File: config.mk
export PLATFORM = sky130hd
export DESIGN_NAME = scl_rate_gen
export DESIGN_NICKNAME = d
export VERILOG_FILES = /design/src/rtl/scl_rate_pkg.sv /design/src/rtl/scl_wrap_timer.sv /design/src/rtl/scl_phase_seq.sv /design/src/rtl/scl_drive_mux.sv /design/src/rtl/scl_rate_gen.sv
export SDC_FILE = /design/constraint.sdc
export NUM_CORES = 1
export LEC_CHECK = 0
export ABC_AREA = 1
export CORE_ASPECT_RATIO = 0.7
export CORE_MARGIN = 2
export CORE_UTILIZATION = 45
export CTS_CLUSTER_SIZE = 12
export DETAILED_ROUTE_END_ITERATION = 7
export PLACE_DENSITY = 0.83
export SLEW_MARGIN = 20
export SYNTH_ARGS = -nofsm -noshare
export SYNTH_HDL_FRONTEND = slang
export SYNTH_HIERARCHICAL = 1
export SYNTH_SLANG_ARGS = --single-unit
File: constraint.sdc
create_clock -name clk -period 2.6 [get_ports clk]
set_input_delay 0.78 -clock clk [delete_from_list [all_inputs] [get_ports clk]]
set_output_delay 0.78 -clock clk [all_outputs]
set_load 0.01 [all_outputs]
File: src/rtl/scl_rate_pkg.sv
// Shared types and constants for the SCL rate generator.
package scl_rate_pkg;
    // Phase of the internal sequencer: line released or line pulled low.
    typedef enum logic {
        PH_RELEASED = 1'b0,
        PH_PULLED   = 1'b1
    } phase_e;

    // Smallest phase length honoured by the sequencer, in clock cycles.
    localparam int unsigned MIN_PHASE = 4;
endpackage

File: src/rtl/scl_wrap_timer.sv
// Auto-reload up-counter. While enabled it counts up from the start value.
// Each time it passes its top value it reloads the start value and raises a
// one-cycle wrap pulse. While disabled it holds the start value and stays silent.
// Assumes: start value may change at any time and is used at the next reload.
module scl_wrap_timer #(
    parameter int unsigned W = 8
) (
    input  logic         clk,
    input  logic         rst_n,
    input  logic         run,
    input  logic [W-1:0] start_val,
    output logic         wrap
);
    localparam logic [W-1:0] TOP = {W{1'b1}};

    logic [W-1:0] cnt_q;

    // Count, reload on wrap, and emit the registered wrap pulse.
    always_ff @(posedge clk) begin
        if (!rst_n || !run) begin
            cnt_q <= start_val;
            wrap  <= 1'b0;
        end else if (cnt_q == TOP) begin
            cnt_q <= start_val;
            wrap  <= 1'b1;
        end else begin
            cnt_q <= cnt_q + 1'b1;
            wrap  <= 1'b0;
        end
    end

    // a wrap pulse coincides with the counter holding the reloaded value.
    p_reload_on_wrap_r2: assert property (@(posedge clk) disable iff (!rst_n)
        (run && $past(run) && wrap) |-> (cnt_q == $past(start_val)));

    // a stopped timer never produces a wrap.
    p_quiet_when_stopped_r1: assert property (@(posedge clk) disable iff (!rst_n)
        !run |=> !wrap);
endmodule

File: src/rtl/scl_phase_seq.sv
// Internal SCL sequencer. It alternates a released phase and a pulled phase,
// each timed in clock cycles from its own count (raised to MIN_PHASE if smaller).
// The released phase counts only cycles where the sensed line is high, so a
// slave or another master holding SCL low extends it. Starts in the released
// phase whenever it is enabled.
module scl_phase_seq
    import scl_rate_pkg::*;
#(
    parameter int unsigned W = 8
) (
    input  logic         clk,
    input  logic         rst_n,
    input  logic         run,
    input  logic [W-1:0] hi_len,
    input  logic [W-1:0] lo_len,
    input  logic         line_high,
    output logic         pull
);
    localparam logic [W-1:0] MIN_V = W'(MIN_PHASE);

    phase_e       ph_q;
    logic [W-1:0] cnt_q;
    logic [W-1:0] hi_eff, lo_eff;

    // Clamp the programmed lengths to the minimum phase.
    always_comb begin
        hi_eff = (hi_len < MIN_V) ? MIN_V : hi_len;
        lo_eff = (lo_len < MIN_V) ? MIN_V : lo_len;
    end

    // Advance the phase counter and switch phases at each phase end.
    always_ff @(posedge clk) begin
        if (!rst_n || !run) begin
            ph_q  <= PH_RELEASED;
            cnt_q <= '0;
        end else if (ph_q == PH_PULLED) begin
            if (cnt_q >= lo_eff - 1'b1) begin
                ph_q  <= PH_RELEASED;
                cnt_q <= '0;
            end else begin
                cnt_q <= cnt_q + 1'b1;
            end
        end else if (line_high) begin
            if (cnt_q >= hi_eff - 1'b1) begin
                ph_q  <= PH_PULLED;
                cnt_q <= '0;
            end else begin
                cnt_q <= cnt_q + 1'b1;
            end
        end
    end

    assign pull = (ph_q == PH_PULLED);

    // a released phase does not advance while the line is held low.
    p_stretch_hold_r7: assert property (@(posedge clk) disable iff (!rst_n)
        (run && ph_q == PH_RELEASED && !line_high) |=> (!run || cnt_q == $past(cnt_q)));

    // a stopped sequencer is cleared back to the released phase.
    p_clear_when_stopped_r8: assert property (@(posedge clk) disable iff (!rst_n)
        !run |=> (ph_q == PH_RELEASED && cnt_q == '0));

    // the pulled phase count stays inside its effective length.
    p_low_bound_r4: assert property (@(posedge clk) disable iff (!rst_n)
        (ph_q == PH_PULLED && $stable(lo_len)) |-> (cnt_q < lo_eff));
endmodule

File: src/rtl/scl_drive_mux.sv
// Output stage. It keeps the toggle flop for the timer source and picks the
// source named by the select input. The pull-down is forced off while the
// master is inactive, so the select input has no effect in that state.
module scl_drive_mux (
    input  logic clk,
    input  logic rst_n,
    input  logic master_en,
    input  logic use_timer,
    input  logic wrap,
    input  logic seq_pull,
    output logic pull_low
);
    logic tog_q;
    logic tmr_mode;

    assign tmr_mode = master_en && use_timer;

    // Flip the timer-driven level on every wrap; clear it outside timer mode.
    always_ff @(posedge clk) begin
        if (!rst_n || !tmr_mode) begin
            tog_q <= 1'b0;
        end else if (wrap) begin
            tog_q <= ~tog_q;
        end
    end

    // Select the active source and gate it with master mode.
    always_comb begin
        pull_low = 1'b0;
        if (master_en) begin
            pull_low = use_timer ? tog_q : seq_pull;
        end
    end

    // in timer mode the level changes only on a wrap.
    p_toggle_only_on_wrap_r2: assert property (@(posedge clk) disable iff (!rst_n)
        (tmr_mode && !wrap) |=> (!tmr_mode || tog_q == $past(tog_q)));

    // no pull-down is requested while the master is inactive.
    p_release_idle_r1: assert property (@(posedge clk) disable iff (!rst_n)
        !master_en |-> !pull_low);
endmodule

File: src/rtl/scl_rate_gen.sv
// SCL rate generator top. It joins the wrapping timer, the phase sequencer and
// the output stage. Only one source runs at a time, picked by src_timer, and
// only while master_en is high. Assumes scl_in is already synchronous to clk.
module scl_rate_gen #(
    parameter int unsigned W = 8
) (
    input  logic         clk,
    input  logic         rst_n,
    input  logic         master_en,
    input  logic         src_timer,
    input  logic [W-1:0] tmr_start,
    input  logic [W-1:0] hi_cycles,
    input  logic [W-1:0] lo_cycles,
    input  logic         scl_in,
    output logic         scl_pull_low
);
    logic tmr_run, seq_run, wrap, seq_pull;

    // Only the selected source runs, and only in master mode.
    assign tmr_run = master_en &&  src_timer;
    assign seq_run = master_en && !src_timer;

    scl_wrap_timer #(.W(W)) u_timer (
        .clk       (clk),
        .rst_n     (rst_n),
        .run       (tmr_run),
        .start_val (tmr_start),
        .wrap      (wrap)
    );

    scl_phase_seq #(.W(W)) u_seq (
        .clk       (clk),
        .rst_n     (rst_n),
        .run       (seq_run),
        .hi_len    (hi_cycles),
        .lo_len    (lo_cycles),
        .line_high (scl_in),
        .pull      (seq_pull)
    );

    scl_drive_mux u_mux (
        .clk       (clk),
        .rst_n     (rst_n),
        .master_en (master_en),
        .use_timer (src_timer),
        .wrap      (wrap),
        .seq_pull  (seq_pull),
        .pull_low  (scl_pull_low)
    );
endmodule

* After elaboration in Yosys (flattened, before gate mapping)
Cells that the tools add are included.
** Storage, ports and cells
- Latch bits :: 0
- Memories :: 0
- Register bits :: 19
- Memory bits (read-only) :: 0
- Bits of input ports :: 29
- Bits in writable memories :: 0
- Output and inout port bits :: 1
** Cells by class
- Shift operators :: 0
- $add $sub $neg :: 4
- Divide/modulo/power cells :: 0
- Eq/ne operators :: 1
- Multipliers :: 0
- Muxes and demuxes :: 15
- Reductions and logical operators :: 9
- Bitwise gates (word level) :: 1
- Order comparisons :: 4
** Operator list (number)
- $mux 8 :: 8
- $add 8x1->8 const B :: 2
- $ge 8x8->1 :: 2
- $lt 8x3->1 const B :: 2
- $sub 8x1->8 const B :: 2
- $eq 8x8->1 const B :: 1
- $mux 1 :: 7
- $logic_not 1->1 :: 4
- $logic_and 1x1->1 :: 2
- $logic_or 1x1->1 :: 2
- $reduce_bool 2->1 :: 1
- $not 1->1 :: 1

* Depth between registers and ports, before layout
- Depth after elaboration :: 7
- Mapped depth :: 17

* Cells and area by module
The synthesis kept the hierarchy.
** Modules (own cells, without submodules)
- scl_phase_seq :: cells each 175, times used 1, area an instance 1174.9 µm²
- scl_wrap_timer :: cells each 67, times used 1, area an instance 489.2 µm²
- scl_drive_mux :: cells each 12, times used 1, area an instance 67.6 µm²
- scl_rate_gen :: cells each 4, times used 1, area an instance 17.5 µm²

* Least setup slack after synthesis
No wires, ideal clock.
- Path kind :: input to register
- From :: input port hi_cycles[5]
- To :: register u_seq.cnt_q[0]
- Cell stages on the path :: 15
- Data arrival time :: 2475 ps
- Path buffers :: 0
- Data required time :: 2536 ps
- Slack :: 61 ps
- Cell sequence :: nor2_1 nand3_2 nand2_1 ha_1 inv_1 nor2_1 xor2_1 ha_1 nand2_1 nor2_1 nor2_1 nand3_1 nand3_2 nand2_4 nor2_1
** Between the ends
- Word-level cells in the longest chain between the ends :: 7
** RTL lines
- start, declared :: line scl_rate_gen.sv:12 : input logic [W-1:0] hi_cycles,
- $lt 8x3->1 :: line scl_phase_seq.sv:27 : hi_eff = (hi_len < MIN_V) ? MIN_V : hi_len;
- $mux 8 * :: line scl_phase_seq.sv:27
- $sub 8x1->8 * :: line scl_phase_seq.sv:44 : if (cnt_q >= hi_eff - 1'b1) begin
- $ge 8x8->1 * :: line scl_phase_seq.sv:44
- $mux 8 * :: line scl_phase_seq.sv:44
- $mux 8 * :: line scl_phase_seq.sv:43 : end else if (line_high) begin
- $mux 8 * :: line scl_phase_seq.sv:36 : end else if (ph_q == PH_PULLED) begin
- end signal, assigned :: line scl_phase_seq.sv:41 : cnt_q <= cnt_q + 1'b1;
- end signal, assigned :: line scl_phase_seq.sv:48 : cnt_q <= cnt_q + 1'b1;
- end, declared :: line scl_phase_seq.sv:22 : logic [W-1:0] cnt_q;
Mark *: on every way between the ends. The rest lies on a longest branch, timed or not. The select of a mux whose other input is x is not followed.
A chain may end at the register's enable or synchronous reset.

* Worst setup path in the final report
- From :: input port hi_cycles[6]
- To :: register u_seq.cnt_q[7]
The elaborated chain is that of the path after synthesis.

==> impl_metrics.json <==
{
  "status": "finished, final reports clean",
  "mostFrequentLayoutCells": "52 x nand2_1, 32 x inv_1, 24 x buf_4",
  "critical_path_arrival_ns": 2.73,
  "reg2reg_slack_ns": 0.90,
  "synthSimpleGateAreaFrac": 0.4049,
  "synth_top_family_by_area": "simple AND/OR/NAND/NOR gates",
  "vias_per_cell": 4.859,
  "r2r-start": "u_seq/cnt_q[0]",
  "min_period_over_period": 0.9921,
  "setup_viol": 0,
  "synth_compound_area_frac": 0.05651,
  "drive_gt1_frac": 0.3459,
  "hp-class": "register to register",
  "ys_types": 27,
  "first_global_vias": 1636,
  "ys_ff_latch": 19,
  "async_flop_share": 0,
  "cts-buffers-inserted": 3,
  "max-clock-path-buffers": 2,
  "drt_pre_antenna_iters": 4,
  "wl_um": 4204,
  "syn-cell-area_um2": 1749,
  "insertion_delay_ns": 0.26,
  "synthAdderAreaFrac": 0.1431,
  "antenna_found_initial": 0,
  "path_clk_slew_ns": 0.06,
  "drv_slew": 0,
  "htreeDepth": 1,
  "multi_input_area_um2": 1445,
  "dieWidth_um": 78.52,
  "irDropWorstVdd_uv": 291.3,
  "cts_num_sinks": 19,
  "cts-root-buf": "clkbuf_8",
  "grt_start_max_net_pins": 11,
  "leakagePower_nw": 1.250,
  "fillers": 262,
  "syn_nets": 307,
  "dp_cells": 357,
  "yosys_warnings": 6,
  "crit_end": "u_seq/cnt_q[7]",
  "seq_area_um2": 380.4,
  "reg2reg_depth": 11,
  "antenna_left": 0,
  "dieHeight_um": 56.17,
  "grt_overflow": 0,
  "maxCapViolCount": 0,
  "synth_edf_count": 0,
  "stdcell_area_um2": 2570,
  "dp_hpwl_um": 3032,
  "hold_buffers": 0,
  "antenna_cells": 0,
  "avgSynthCellArea_um2": 6.780,
  "coreArea_um2": 3626,
  "start_util": 0.4824,
  "portBuffers": 29,
  "path_class": "primary input to register",
  "power_density_nw_per_um2": 293.6,
  "worstPathMaxFanout": 7,
  "critical_path.reg2reg.endpoint": "u_seq/cnt_q[7]",
  "die_area_um2": 4410,
  "skew_ns": 0.003650,
  "crit_start": "hi_cycles[6]",
  "final_cell_count_no_fill": 368,
  "max_freq_ghz": 0.3877,
  "rows": 18,
  "end_kind": "register",
  "ys.flop_type": "dfxtp_1",
  "tightest_slew_ns": 0.3732,
  "place.gp.congestion": 0.8171,
  "muxShareOfSynthArea": 0.005722,
  "synth-seq-area-share": 0.2175,
  "dpl-instance-area_um2": 2252,
  "drc": 0,
  "startpoint_type": "primary input",
  "io_pins": 30,
  "layout_commonest_cell": "nand2_1",
  "drt_iter0_drc": 89,
  "syn_to_final_growth_pct": 46.92,
  "synthXorXnorAreaFrac": 0.08011,
  "grtUsageTotal": 0.1844,
  "slew_headroom": 0.7509,
  "cp.required_ns": 2.75,
  "fin_crit_ns": 2.579,
  "grt_pass1_wl_um": 6699,
  "nNetsFinal": 368,
  "synthCells": 258,
  "rsz0062_at_grt": "yes",
  "hold_viol_final": 0,
  "cts_tree": "yes",
  "vias": 1788,
  "wl_per_cell_um": 11.42
}
==> per-stage QoR <==
step                  util  hold slack (ns)  total power, mW  setup TNS [ns]  worst slack (ns)
detailed placement  0.6211           0.5024           0.5146          -5.246           -0.5924
global route        0.7088           0.5536           0.7989         -0.3171          -0.05029
CTS                 0.6625           0.5148           0.7246               0          0.005649
finish              0.7088           0.5138           0.7545               0           0.02066
floorplan                -           0.4708           0.4228               0           0.06088
global placement    0.6211           0.4906           0.5094          -5.136           -0.5741
==> worst min path at each step <==
stage	startpoint	to	slack [ns]	cells after the start
floorplan	u_timer/cnt_q[4]	u_timer/cnt_q[4]	0.47	2
global placement	u_timer/cnt_q[0]	u_timer/cnt_q[0]	0.49	1
detailed placement	u_timer/wrap	u_mux/tog_q	0.50	3
CTS	u_timer/wrap	u_mux/tog_q	0.51	3
global route	u_timer/wrap	u_mux/tog_q	0.55	3
finish	u_timer/wrap	u_mux/tog_q	0.51	3
==> report_power, final <==
group	total [mW]	switching (mW)	leakage (nW)	internal, mW
registers	0.312	0.00959	0.156	0.302
clock network	0.205	0.0957	0.0228	0.109
logic	0.238	0.121	1.07	0.118
total	0.754	0.226	1.25	0.529
==> state kept, by name, indices dropped and copies added, names as in the netlist <==
| register | count |
|---|---|
| u_mux/tog_q | 1 |
| u_timer/cnt_q | 8 |
| u_seq/cnt_q | 8 |
| u_seq/pull | 1 |
| u_timer/wrap | 1 |
==> cells by family (layout without fill, tap and decap cells) <==
kind of cell,Yosys count,count (layout)
DFF,19,19
adders and majority gates,20,20
muxes,1,1
xor gates and xnor gates,16,16
AOI/OAI and AO/OA,18,18
and+or+nand+nor,143,143
buffers and inverters,41,101
==> repair_timing <==
action,CTS,global route
setup buffers,3,4
pin swaps,36,41
endpoints found under the setup margin,10,9
gates resized for setup,50,56
==> synth_stat cells, types with 2 or more instances <==
cell type	instances	area, µm²
nand2_1	62	232.7
nor2_1	38	142.6
inv_1	35	131.4
ha_1	20	250.2
dfxtp_1	19	380.4
nand3_1	12	60.06
xor2_1	12	105.1
a21oi_1	9	45.04
nand3_2	6	60.06
o21ai_0	6	30.03
nor2_2	5	31.28
inv_2	4	15.01
nand2_4	4	45.04
nand4_1	4	25.02
nor2_4	4	45.04
xnor2_1	4	35.03
nand2_2	2	12.51
nand3b_1	2	15.01
nor3_1	2	10.01
==> cell type report <==
class	count	share of cell area
sequential	19	0.1480
multi-input combinational	198	0.5623
tap	50	0.02434
inverter	41	0.06280
clock buffer	4	0.01753
timing repair buffer	56	0.1850
==> worst max-delay path, stage by stage <==
cell and delay, ns:
dlygate4sd2_1 0.24, inv_2 0.08, nand3_4 0.12, nand2_4 0.10, ha_4 0.15, xor2_1 0.17
inv_1 0.10, ha_4 0.27, nand2_4 0.06, nor2_4 0.09, nor2_1 0.05, nand2_1 0.08
nand2_2 0.06, nand3_2 0.10, nand3_4 0.11, nand2_8 0.12, nor2_1 0.05
==> metal layers <==
layer	global-route usage	share of wire	up-vias
li1	-	-	929
met1	0.2544	0.48	820
met2	0.2979	0.47	35
met3	0.02922	0.040	4
met4	0.05013	0.0093	0
met5	0	0	-
(Power assumes the default switching activity.)
